$ cat config.mk
export PLATFORM = sky130hd
export DESIGN_NAME = sram_timing_ctrl
export DESIGN_NICKNAME = d
export VERILOG_FILES = /design/src/rtl/sram_ctrl_pkg.sv /design/src/rtl/sram_phase_timer.sv /design/src/rtl/sram_dq_path.sv /design/src/rtl/sram_timing_ctrl.sv
export SDC_FILE = /design/constraint.sdc
export NUM_CORES = 1
export LEC_CHECK = 0
export ABC_AREA = 0
export ABC_CLOCK_PERIOD_IN_PS = 5300
export BUFFER_PORTS_ARGS = -buffer_cell sky130_fd_sc_hd__buf_4
export CAP_MARGIN = 15
export CORE_MARGIN = 1.5
export CORE_UTILIZATION = 45
export DETAILED_ROUTE_END_ITERATION = 10
export PLACE_DENSITY = 0.74
export SLEW_MARGIN = 20
export SYNTH_ARGS = -nofsm -noshare
export SYNTH_HDL_FRONTEND = slang
export SYNTH_HIERARCHICAL = 1
export SYNTH_SLANG_ARGS = --single-unit
$ cat constraint.sdc
create_clock -name clk -period 5.3 [get_ports clk]
set_input_delay 0.265 -clock clk [delete_from_list [all_inputs] [get_ports clk]]
set_output_delay 0.265 -clock clk [all_outputs]
set_load 0.02 [all_outputs]
$ cat src/rtl/sram_ctrl_pkg.sv
package sram_ctrl_pkg;

    typedef enum logic [2:0] {
        ST_STANDBY,
        ST_IDLE,
        ST_RD_WINDOW,
        ST_WR_SETUP,
        ST_WR_PULSE,
        ST_WR_RECOV
    } ctrl_state_e;

    typedef struct packed {
        logic sel_n;
        logic sel;
        logic wstb_n;
        logic oen_n;
        logic drive;
    } mem_strobe_t;

    function automatic int unsigned ns_to_cyc(int unsigned ns, int unsigned period);
        return (ns + period - 1) / period;
    endfunction

    function automatic int unsigned max2(int unsigned a, int unsigned b);
        return (a > b) ? a : b;
    endfunction

    function automatic int unsigned sat_sub(int unsigned a, int unsigned b);
        return (a > b) ? (a - b) : 0;
    endfunction

    function automatic mem_strobe_t strobes_for(ctrl_state_e st, logic drive);
        mem_strobe_t s;
        s.sel_n  = 1'b0;
        s.sel    = 1'b1;
        s.wstb_n = 1'b1;
        s.oen_n  = 1'b1;
        s.drive  = drive;
        unique case (st)
            ST_STANDBY: begin
                s.sel_n = 1'b1;
                s.sel   = 1'b0;
                s.drive = 1'b0;
            end
            ST_RD_WINDOW: begin
                s.oen_n = 1'b0;
                s.drive = 1'b0;
            end
            ST_WR_PULSE:  s.wstb_n = 1'b0;
            default: ;
        endcase
        return s;
    endfunction

endpackage

$ cat src/rtl/sram_phase_timer.sv
module sram_phase_timer #(
    parameter int unsigned CNT_W = 8
) (
    input  logic             clk,
    input  logic             rst,
    input  logic             load,
    input  logic [CNT_W-1:0] load_val,
    output logic             last
);
    logic [CNT_W-1:0] cnt_q;

    always_ff @(posedge clk) begin
        if (rst) begin
            cnt_q <= '0;
        end else if (load) begin
            cnt_q <= load_val;
        end else if (cnt_q != '0) begin
            cnt_q <= cnt_q - 1'b1;
        end
    end

    assign last = (cnt_q == '0);

    assert_timer_floor_R6: assert property (@(posedge clk) disable iff (rst)
        (!load && cnt_q == '0) |=> (cnt_q == '0));
endmodule

$ cat src/rtl/sram_dq_path.sv
module sram_dq_path #(
    parameter int unsigned DATA_W = 8
) (
    input  logic              clk,
    input  logic              rst,
    input  logic              load_wdata,
    input  logic [DATA_W-1:0] wdata_in,
    input  logic              capture,
    input  logic [DATA_W-1:0] dq_in,
    output logic [DATA_W-1:0] wdata_q,
    output logic [DATA_W-1:0] rdata_q
);
    always_ff @(posedge clk) begin
        if (rst) begin
            wdata_q <= '0;
            rdata_q <= '0;
        end else begin
            if (load_wdata) wdata_q <= wdata_in;
            if (capture)    rdata_q <= dq_in;
        end
    end

    assert_wdata_hold_R5: assert property (@(posedge clk) disable iff (rst)
        !load_wdata |=> $stable(wdata_q));
endmodule

$ cat src/rtl/sram_timing_ctrl.sv
module sram_timing_ctrl
    import sram_ctrl_pkg::*;
#(
    parameter int unsigned CLK_PERIOD_NS = 4,
    parameter int unsigned ADDR_W        = 13,
    parameter int unsigned DATA_W        = 8,
    parameter int unsigned RD_CYCLE_NS   = 500,
    parameter int unsigned RD_ACCESS_NS  = 500,
    parameter int unsigned OE_ACCESS_NS  = 200,
    parameter int unsigned WR_SETUP_NS   = 100,
    parameter int unsigned WR_PULSE_NS   = 150,
    parameter int unsigned WR_DATA_NS    = 100,
    parameter int unsigned WR_RECOV_NS   = 50,
    parameter int unsigned WR_CYCLE_NS   = 500,
    parameter int unsigned WR_SEL_NS     = 250,
    parameter int unsigned OE_FLOAT_NS   = 40
) (
    input  logic              clk,
    input  logic              rst,
    input  logic              req_valid,
    output logic              req_ready,
    input  logic              req_write,
    input  logic [ADDR_W-1:0] req_addr,
    input  logic [DATA_W-1:0] req_wdata,
    output logic [DATA_W-1:0] rsp_rdata,
    output logic              rsp_done,
    output logic [ADDR_W-1:0] mem_addr,
    output logic              mem_ce_n,
    output logic              mem_ce,
    output logic              mem_we_n,
    output logic              mem_oe_n,
    output logic [DATA_W-1:0] mem_dq_out,
    output logic              mem_dq_oe,
    input  logic [DATA_W-1:0] mem_dq_in
);
    localparam int unsigned P = CLK_PERIOD_NS;
    localparam int unsigned RD_CYC = max2(ns_to_cyc(RD_CYCLE_NS, P),
                                     max2(ns_to_cyc(RD_ACCESS_NS, P), ns_to_cyc(OE_ACCESS_NS, P)));
    localparam int unsigned WS_CYC = max2(ns_to_cyc(WR_SETUP_NS, P), ns_to_cyc(OE_FLOAT_NS, P));
    localparam int unsigned WP_CYC = max2(ns_to_cyc(WR_PULSE_NS, P),
                                     max2(ns_to_cyc(WR_DATA_NS, P),
                                          sat_sub(ns_to_cyc(WR_SEL_NS, P), WS_CYC)));
    localparam int unsigned WR_CYC = max2(ns_to_cyc(WR_RECOV_NS, P),
                                     sat_sub(ns_to_cyc(WR_CYCLE_NS, P), WS_CYC + WP_CYC));
    localparam int unsigned MAX_CYC = max2(max2(RD_CYC, WS_CYC), max2(WP_CYC, WR_CYC));
    localparam int unsigned CNT_W = $clog2(MAX_CYC + 1);

    ctrl_state_e       state_q, state_n;
    mem_strobe_t       strobe_q, strobe_n;
    logic [ADDR_W-1:0] addr_q;
    logic              done_q;
    logic              accept;
    logic              load;
    logic [CNT_W-1:0]  load_val;
    logic              last;
    logic              drive_n;
    logic              capture;

    assign req_ready = (state_q == ST_STANDBY) || (state_q == ST_IDLE);
    assign accept    = req_ready && req_valid;

    always_comb begin
        state_n  = state_q;
        load     = 1'b0;
        load_val = '0;
        unique case (state_q)
            ST_STANDBY, ST_IDLE: begin
                if (req_valid) begin
                    load = 1'b1;
                    if (req_write) begin
                        state_n  = ST_WR_SETUP;
                        load_val = CNT_W'(WS_CYC - 1);
                    end else begin
                        state_n  = ST_RD_WINDOW;
                        load_val = CNT_W'(RD_CYC - 1);
                    end
                end
            end
            ST_RD_WINDOW: if (last) state_n = ST_IDLE;
            ST_WR_SETUP: if (last) begin
                state_n  = ST_WR_PULSE;
                load     = 1'b1;
                load_val = CNT_W'(WP_CYC - 1);
            end
            ST_WR_PULSE: if (last) begin
                state_n  = ST_WR_RECOV;
                load     = 1'b1;
                load_val = CNT_W'(WR_CYC - 1);
            end
            ST_WR_RECOV: if (last) state_n = ST_IDLE;
            default: state_n = ST_STANDBY;
        endcase
    end

    assign drive_n  = (state_n == ST_WR_PULSE) ||
                      (state_q == ST_WR_PULSE && state_n == ST_WR_RECOV);
    assign strobe_n = strobes_for(state_n, drive_n);
    assign capture  = (state_q == ST_RD_WINDOW) && last;

    always_ff @(posedge clk) begin
        if (rst) begin
            state_q  <= ST_STANDBY;
            strobe_q <= strobes_for(ST_STANDBY, 1'b0);
            addr_q   <= '0;
            done_q   <= 1'b0;
        end else begin
            state_q  <= state_n;
            strobe_q <= strobe_n;
            if (accept) addr_q <= req_addr;
            done_q   <= last && (state_q == ST_RD_WINDOW || state_q == ST_WR_RECOV);
        end
    end

    sram_phase_timer #(.CNT_W(CNT_W)) u_timer (
        .clk      (clk),
        .rst      (rst),
        .load     (load),
        .load_val (load_val),
        .last     (last)
    );

    sram_dq_path #(.DATA_W(DATA_W)) u_dq (
        .clk        (clk),
        .rst        (rst),
        .load_wdata (accept && req_write),
        .wdata_in   (req_wdata),
        .capture    (capture),
        .dq_in      (mem_dq_in),
        .wdata_q    (mem_dq_out),
        .rdata_q    (rsp_rdata)
    );

    assign mem_addr  = addr_q;
    assign mem_ce_n  = strobe_q.sel_n;
    assign mem_ce    = strobe_q.sel;
    assign mem_we_n  = strobe_q.wstb_n;
    assign mem_oe_n  = strobe_q.oen_n;
    assign mem_dq_oe = strobe_q.drive;
    assign rsp_done  = done_q;

    assert_reset_standby_R1: assert property (@(posedge clk)
        $past(rst) |-> (mem_ce_n && !mem_ce && mem_we_n && mem_oe_n && !mem_dq_oe));

    assert_ready_quiet_R2: assert property (@(posedge clk) disable iff (rst)
        req_ready |-> (mem_we_n && mem_oe_n && !mem_dq_oe));

    assert_done_single_R3: assert property (@(posedge clk) disable iff (rst)
        rsp_done |=> !rsp_done);

    assert_addr_hold_R5: assert property (@(posedge clk) disable iff (rst)
        !mem_we_n |-> $stable(mem_addr));

    assert_no_contention_R7: assert property (@(posedge clk) disable iff (rst)
        !(mem_dq_oe && !mem_oe_n));

    assert_drive_in_pulse_R7: assert property (@(posedge clk) disable iff (rst)
        $rose(mem_dq_oe) |-> !mem_we_n);

    assert_drive_off_R7: assert property (@(posedge clk) disable iff (rst)
        $rose(mem_we_n) |=> !mem_dq_oe);
endmodule

==> results of run 1 <==
-- per-layer routing --
metal	track usage, %	part of all wire (%)
met4	7.65	1.6
met2	28.3	44
met5	0	0
met3	8.00	11
met1	19.2	43
-- cell usage in the layout (no fill, tap or decap), types with 3 or more instances in the layout --
cell type and instances:
buf_4 68, o22ai_1 4, a21oi_1 17, mux2i_1 17, inv_1 5, clkbuf_8 6, or3_1 4, nand2_1 44
nor2_1 21, xnor2_1 4, dfxtp_1 45, xor2_1 3
-- layout make-up --
cell class	count	area, um^2	area share, %
repair buffers	68	510	20.7
multi-input cells	144	860	34.8
inverters	5	18.8	0.760
flip-flops and latches	45	901	36.5
clock buffers	7	86.3	3.50
well taps	50	62.6	2.53
clock inverters	1	30.0	1.22
-- kinds of logic (layout without fill, tap and decap cells) --
kind of cell,after synthesis,in the layout
fa+ha+maj,2,2
mux,19,19
compound gates,29,29
simple gates,86,86
flops,45,45
buf+inv,18,81
xor+xnor,7,7
other cells,1,1
-- worst paths after layout --
path / from / endpoint / slack, ps / cells past startpoint
max reg2reg: u_timer/cnt_q[0] / u_timer/cnt_q[5] / 3030 / 8
min reg2reg: mem_addr[6] / mem_addr[6] / 460 / 2
min: mem_dq_in[3] / u_dq/rdata_q[3] / 200 / 3
max: u_timer/cnt_q[0] / u_timer/cnt_q[5] / 3030 / 8
-- per-stage QoR --
stage / instances / total power [mW] / hold slack [ps]
floorplan: 207 / 0.784 / 401
global placement: 312 / 0.870 / 442
detailed placement: 312 / 0.866 / 447
CTS: 320 / 1.14 / 195
global route: 320 / 1.20 / 195
finish: 320 / 1.12 / 203
-- worst min-delay path: cells and delay by family --
kind | cells | cell delay [ps]
buf+inv | 1 | 80
simple gates | 1 | 70
mux | 1 | 50
-- flip-flops by register name, indices dropped and copies added (netlist names) --
name,cells
mem_addr,13
mem_ce,1
mem_ce_n,1
mem_dq_oe,1
mem_oe_n,1
mem_we_n,1
rsp_done,1
state_q,3
u_dq/rdata_q,8
u_dq/wdata_q,8
u_timer/cnt_q,7
-- power by group through the flow --
| stage | Sequential [mW] | Clock, mW | Combinational (mW) |
|---|---|---|---|
| finish | 0.436 | 0.263 | 0.425 |
| global route | 0.445 | 0.288 | 0.469 |
| CTS | 0.437 | 0.274 | 0.428 |
| detailed placement | 0.445 | 0 | 0.422 |
| global placement | 0.443 | 0 | 0.427 |
| floorplan | 0.476 | 0 | 0.308 |
==> run metrics, run 1 <==
PnR worst setup slack=3030 ps; Post-synth EDFFs=0; share of cells above drive strength 1=32.2%; Core ar.=between 4000 and 5000 um^2; Final Cycle Share=42.8%; Initial DRC Count=77; post-DP HPWL=around 2700 um; Synth async-reset ratio=0%; PwrDens=455 nW/um^2; RD Place Congestion=0.874; CP max-delay cell=or2_2; Clock Power Share=a little under a quarter; WL final=3810 um; post-CTS setup buffers=0; maximum fanout along the worst path=15; Slew Limit Headroom=64.7%; Distinct cells, synth=41; row cnt=23; vias=about 1,500; max cap viols=0; Overall Global Routing Usage=17.3%; final instance area=2470 um^2; Synth Area in Adders=1.33%; Total Die Area=about 4600 um^2; Compound-Gate Fraction of Synth Area=9.22%; PostCTS Resize Cnt=0; Post-Synth Simple-Gate Area=21.4%; cts bufs inserted=5; CTS tree=built; endpoints failing setup=0; Worst Tran Pin Value=529 ps; Detail Route Antenna Nets=0; Die Y=about 68 um; pin count of the biggest net entering global routing=45; Critical Path Most Common Cell=or2_2; Critical Path Source Type=register; first-pass GRT wire length=5890 um; top post-synthesis cells by area=dfxtp_1, mux2i_1, nand2_1; # clock sinks=45; initial core utilization=46.8%; ant diodes=0; Cell Area, Synth=1890 um^2; sw frac=33.1%; Largest stage delay, worst path=390 ps; worst hold path type=in2reg; final setup skew=5.31 ps; dominant cell type by area after synthesis=dfxtp_1; vias in the first global route=1,380; wire per inst=~12 um; Crit Path Category=reg2reg; CTS Buffer Depth=2; Slew Viols, Final=0; post-placement setup slack=3070 ps; #FFs+latches synth=45; Worst EP required=5530 ps; worst path cell trace=inv_1, ha_1, and4b_1, a21bo_2, nand2_1, or2_2, or2_2, o22ai_1; Via density=4.79; Die X=67.8 um; Root Buffer=clkbuf_8; Post-Syn Instances=207; Yosys top cell area share=between 40% and 50%; Syn-to-layout area delta=30.8%; count leader, synth=dfxtp_1; sequential cell fraction of total power=38.8%; setup TNS=0 ps; P_sw=0.372 mW; mux cell area share after synthesis=10.2%; initial antenna violation count=0; gr ovfl total=0; Post-synth top flop=dfxtp_1; Worst Path Arrival=2500 ps; Post-Route Utilization=61.3%; Layout Nets=between 300 and 400; f_max=441 MHz; Gate power share=between 30% and 40%; RSZ-0062 raised after global routing=false; Seq/Total Area, Yosys=47.7%; PortBufs=68; Boundary Pins=69; most frequent cells after synthesis=dfxtp_1, nand2_1, nor2_1; CP bufs+invs=1; Lkg Pwr=~1.1 nW; Skew-Pair Late Insertion Delay=300 ps; Fillers=365; H-tree Lvls=2; outcome=complete, no violations; net count after synthesis=242; internal power=0.752 mW; # hold bufs at CTS=0; Placed Instance Area=about 2400 um^2; largest family of logic cells by synthesized area=simple AND/OR/NAND/NOR gates; Avg Synthesized Cell Area=9.12 um^2; critical path's top delay family=simple AND/OR/NAND/NOR gates; Final min period=2270 ps; drt first pass iters=4; Post-Synth XOR/XNOR Area=3.25%; Synth warnings=6; DRC=0; Worst-path clk slew=80 ps; CP Capture Type=register; Hold Vio Cnt, Final=0; VDD IR max=between 200 and 250 uV
Note: power is estimated with default switching activity, not from simulation.
==> run 2, diff against run 1 <==
ABC_CLOCK_PERIOD_IN_PS = 1900   (was 5300)
CORE_UTILIZATION = 44   (was 45)
PLACE_DENSITY = 0.75   (was 0.74)
clock period = 1.9 ns   (was 5.3 ns; I/O delays follow)
==> run 2 against run 1 <==
Compared with the run above:
- cell area rose by 2.0%
- routed wire length fell by 0.66%
- maximum frequency rose by 27%
- sequential power rose to 2.8 times the previous value
- highest routed layer unchanged
- sequential share of layout area fell by 0.63 points
- total power rose to 2.9 times the previous value
- die area rose by 2.2%
- clock-buffer cell count did not move
==> run metrics, run 2 (synthesis results as in run 1) <==
Final min period=1790 ps; Post-Route Utilization=62.1%; vias=around 1,600; VDD IR max=approximately 650 uV; drt first pass iters=4; row cnt=23; hold path endpoint=u_dq/rdata_q[6]; Slew Limit Headroom=66.3%; pin count of the biggest net entering global routing=45; PortBufs=68; worst hold slack=34.4 ps; max reg flops=13; share of cells above drive strength 1=a little over a third; final setup skew=5.97 ps; worst hold path type=in2reg; H-tree Lvls=2; Worst Path Arrival=2010 ps; Hold Vio Cnt, Final=0; Die X=between 60 and 70 um; wire per inst=11.6 um; CTS tree=built; CTS Buffer Depth=2; Largest stage delay, worst path=roughly 380 ps; gr ovfl total=0; Critical Path Source Type=register; Skew-Pair Late Insertion Delay=slightly below 300 ps; Root Buffer=clkbuf_8; Die Y=68.5 um; initial antenna violation count=0; outcome=complete, no violations; Worst Tran Pin Value=506 ps; Worst-path clk slew=80 ps; # clock sinks=45; Initial DRC Count=50; Overall Global Routing Usage=around 17%; max cap viols=0; # hold bufs at CTS=0; commonest non-fill, non-tap cell in the layout=buf_4; DRC=0; Syn-to-layout area delta=33.5%; most frequent cells in the layout=buf_4, nand2_1, dfxtp_1, nor2_1; cts bufs inserted=5; CP max-delay cell=or3_1; sequential cell fraction of total power=37.5%; Gate power share=39.8%; Fillers=354; RR Startpoint=u_timer/cnt_q[1]; vias in the first global route=roughly 1,400; worst reg2reg path depth=8; post-DP HPWL=2750 um; RD Place Congestion=approximately 0.83; Detail Route Antenna Nets=0; internal power=between 2 and 2.5 mW; Finished Layout Cells=~330; Lkg Pwr=1.13 nW; Layout Nets=310; Via density=4.76; Final Cycle Share=between 90% and 100%; first-pass GRT wire length=slightly below 6000 um; f_max=560 MHz; WL final=around 3800 um; RR Endpoint=u_timer/cnt_q[2]; Worst EP required=2120 ps; sw frac=32.6%; initial core utilization=46.5%; worst path cell trace=inv_1, ha_1, and4b_1, a21bo_2, nand2_1, buf_4, or3_1, a21oi_1; post-placement cell count=318; flop2flop setup slack=110 ps; worst hold stages=3; Crit Path Category=reg2reg; maximum fanout along the worst path=9; Core ar.=4060 um^2; CP Capture Type=register; P_sw=around 1.0 mW; Boundary Pins=69; hold_sp=mem_dq_in[6]; endpoints failing setup=0; Clock Power Share=22.7%; Slew Viols, Final=0; PwrDens=1280 nW/um^2; Total Die Area=4690 um^2; ant diodes=0
-- run 2: cell types whose count changed in the layout (fill, tap and decap cells not counted), sizes merged --
| cell | previous run | this run |
|---|---|---|
| buf | 68 | 74 |
-- run 2: final cells by class --
cell class                 count  area (um^2)  area share (%)
multi-input combinational    144          862            34.2
inverter                       5         18.8           0.745
clock buffer                   7         86.3            3.43
timing repair buffer          74          556            22.1
clock inverter                 1         30.0            1.19
sequential                    45          903            35.9
tap                           50         62.6            2.48
-- run 2: how the worst max path moves through the flow --
stage / slack (ps) / to / from
4_1_cts: 90 / u_timer/cnt_q[2] / u_timer/cnt_q[0]
3_3_place_gp: 190 / u_timer/cnt_q[2] / u_timer/cnt_q[0]
3_5_place_dp: 120 / u_timer/cnt_q[2] / u_timer/cnt_q[0]
6_report: 110 / u_timer/cnt_q[2] / u_timer/cnt_q[1]
2_1_floorplan: 2 / u_timer/cnt_q[4] / u_timer/cnt_q[0]
5_1_grt: -0.3 / u_dq/rdata_q[1] / u_timer/cnt_q[1]
-- run 2: routing by layer --
metal	GRT usage (%)	share of wire, %	wire length (um)
met2	29.1	45	1690
met3	6.91	9.2	349
met1	19.2	45	1690
met4	7.50	1.5	55
met5	0	0	0
-- run 2: power groups by stage --
stage | combinational, mW | clock (mW) | sequential, mW
3_5_place_dp | 1.27 | 0 | 1.22
3_3_place_gp | 1.26 | 0 | 1.22
6_report | 1.28 | 0.731 | 1.21
4_1_cts | 1.28 | 0.749 | 1.20
2_1_floorplan | 0.891 | 0 | 1.33
5_1_grt | 1.42 | 0.788 | 1.23
-- run 2: critical path, delay by kind of cell (launching register included) --
kind	cells	cell delay, ps
compound gates	2	330
simple gates	3	640
fa+ha+maj	1	180
flops	1	330
buf+inv	2	230
-- run 2: through the flow --
| step | setup slack, ps | area, um^2 | TNS (ps) | power, mW |
|---|---|---|---|---|
| 6_report | 115 | 2520 | 0 | 3.21 |
| 3_5_place_dp | 118 | 2400 | 0 | 2.50 |
| 2_1_floorplan | 1.55 | 1900 | 0 | 2.22 |
| 3_3_place_gp | 194 | 2400 | 0 | 2.48 |
| 4_1_cts | 93.6 | 2520 | 0 | 3.23 |
| 5_1_grt | -0.314 | 2520 | -0.314 | 3.43 |
-- run 2: timing repair --
| item | CTS | global route |
|---|---|---|
| setup endpoints to repair | 0 | 2 |
| hold endpoints to repair | 0 | 0 |
| gates resized for setup | 0 | 2 |
| buffers inserted | 0 | 0 |
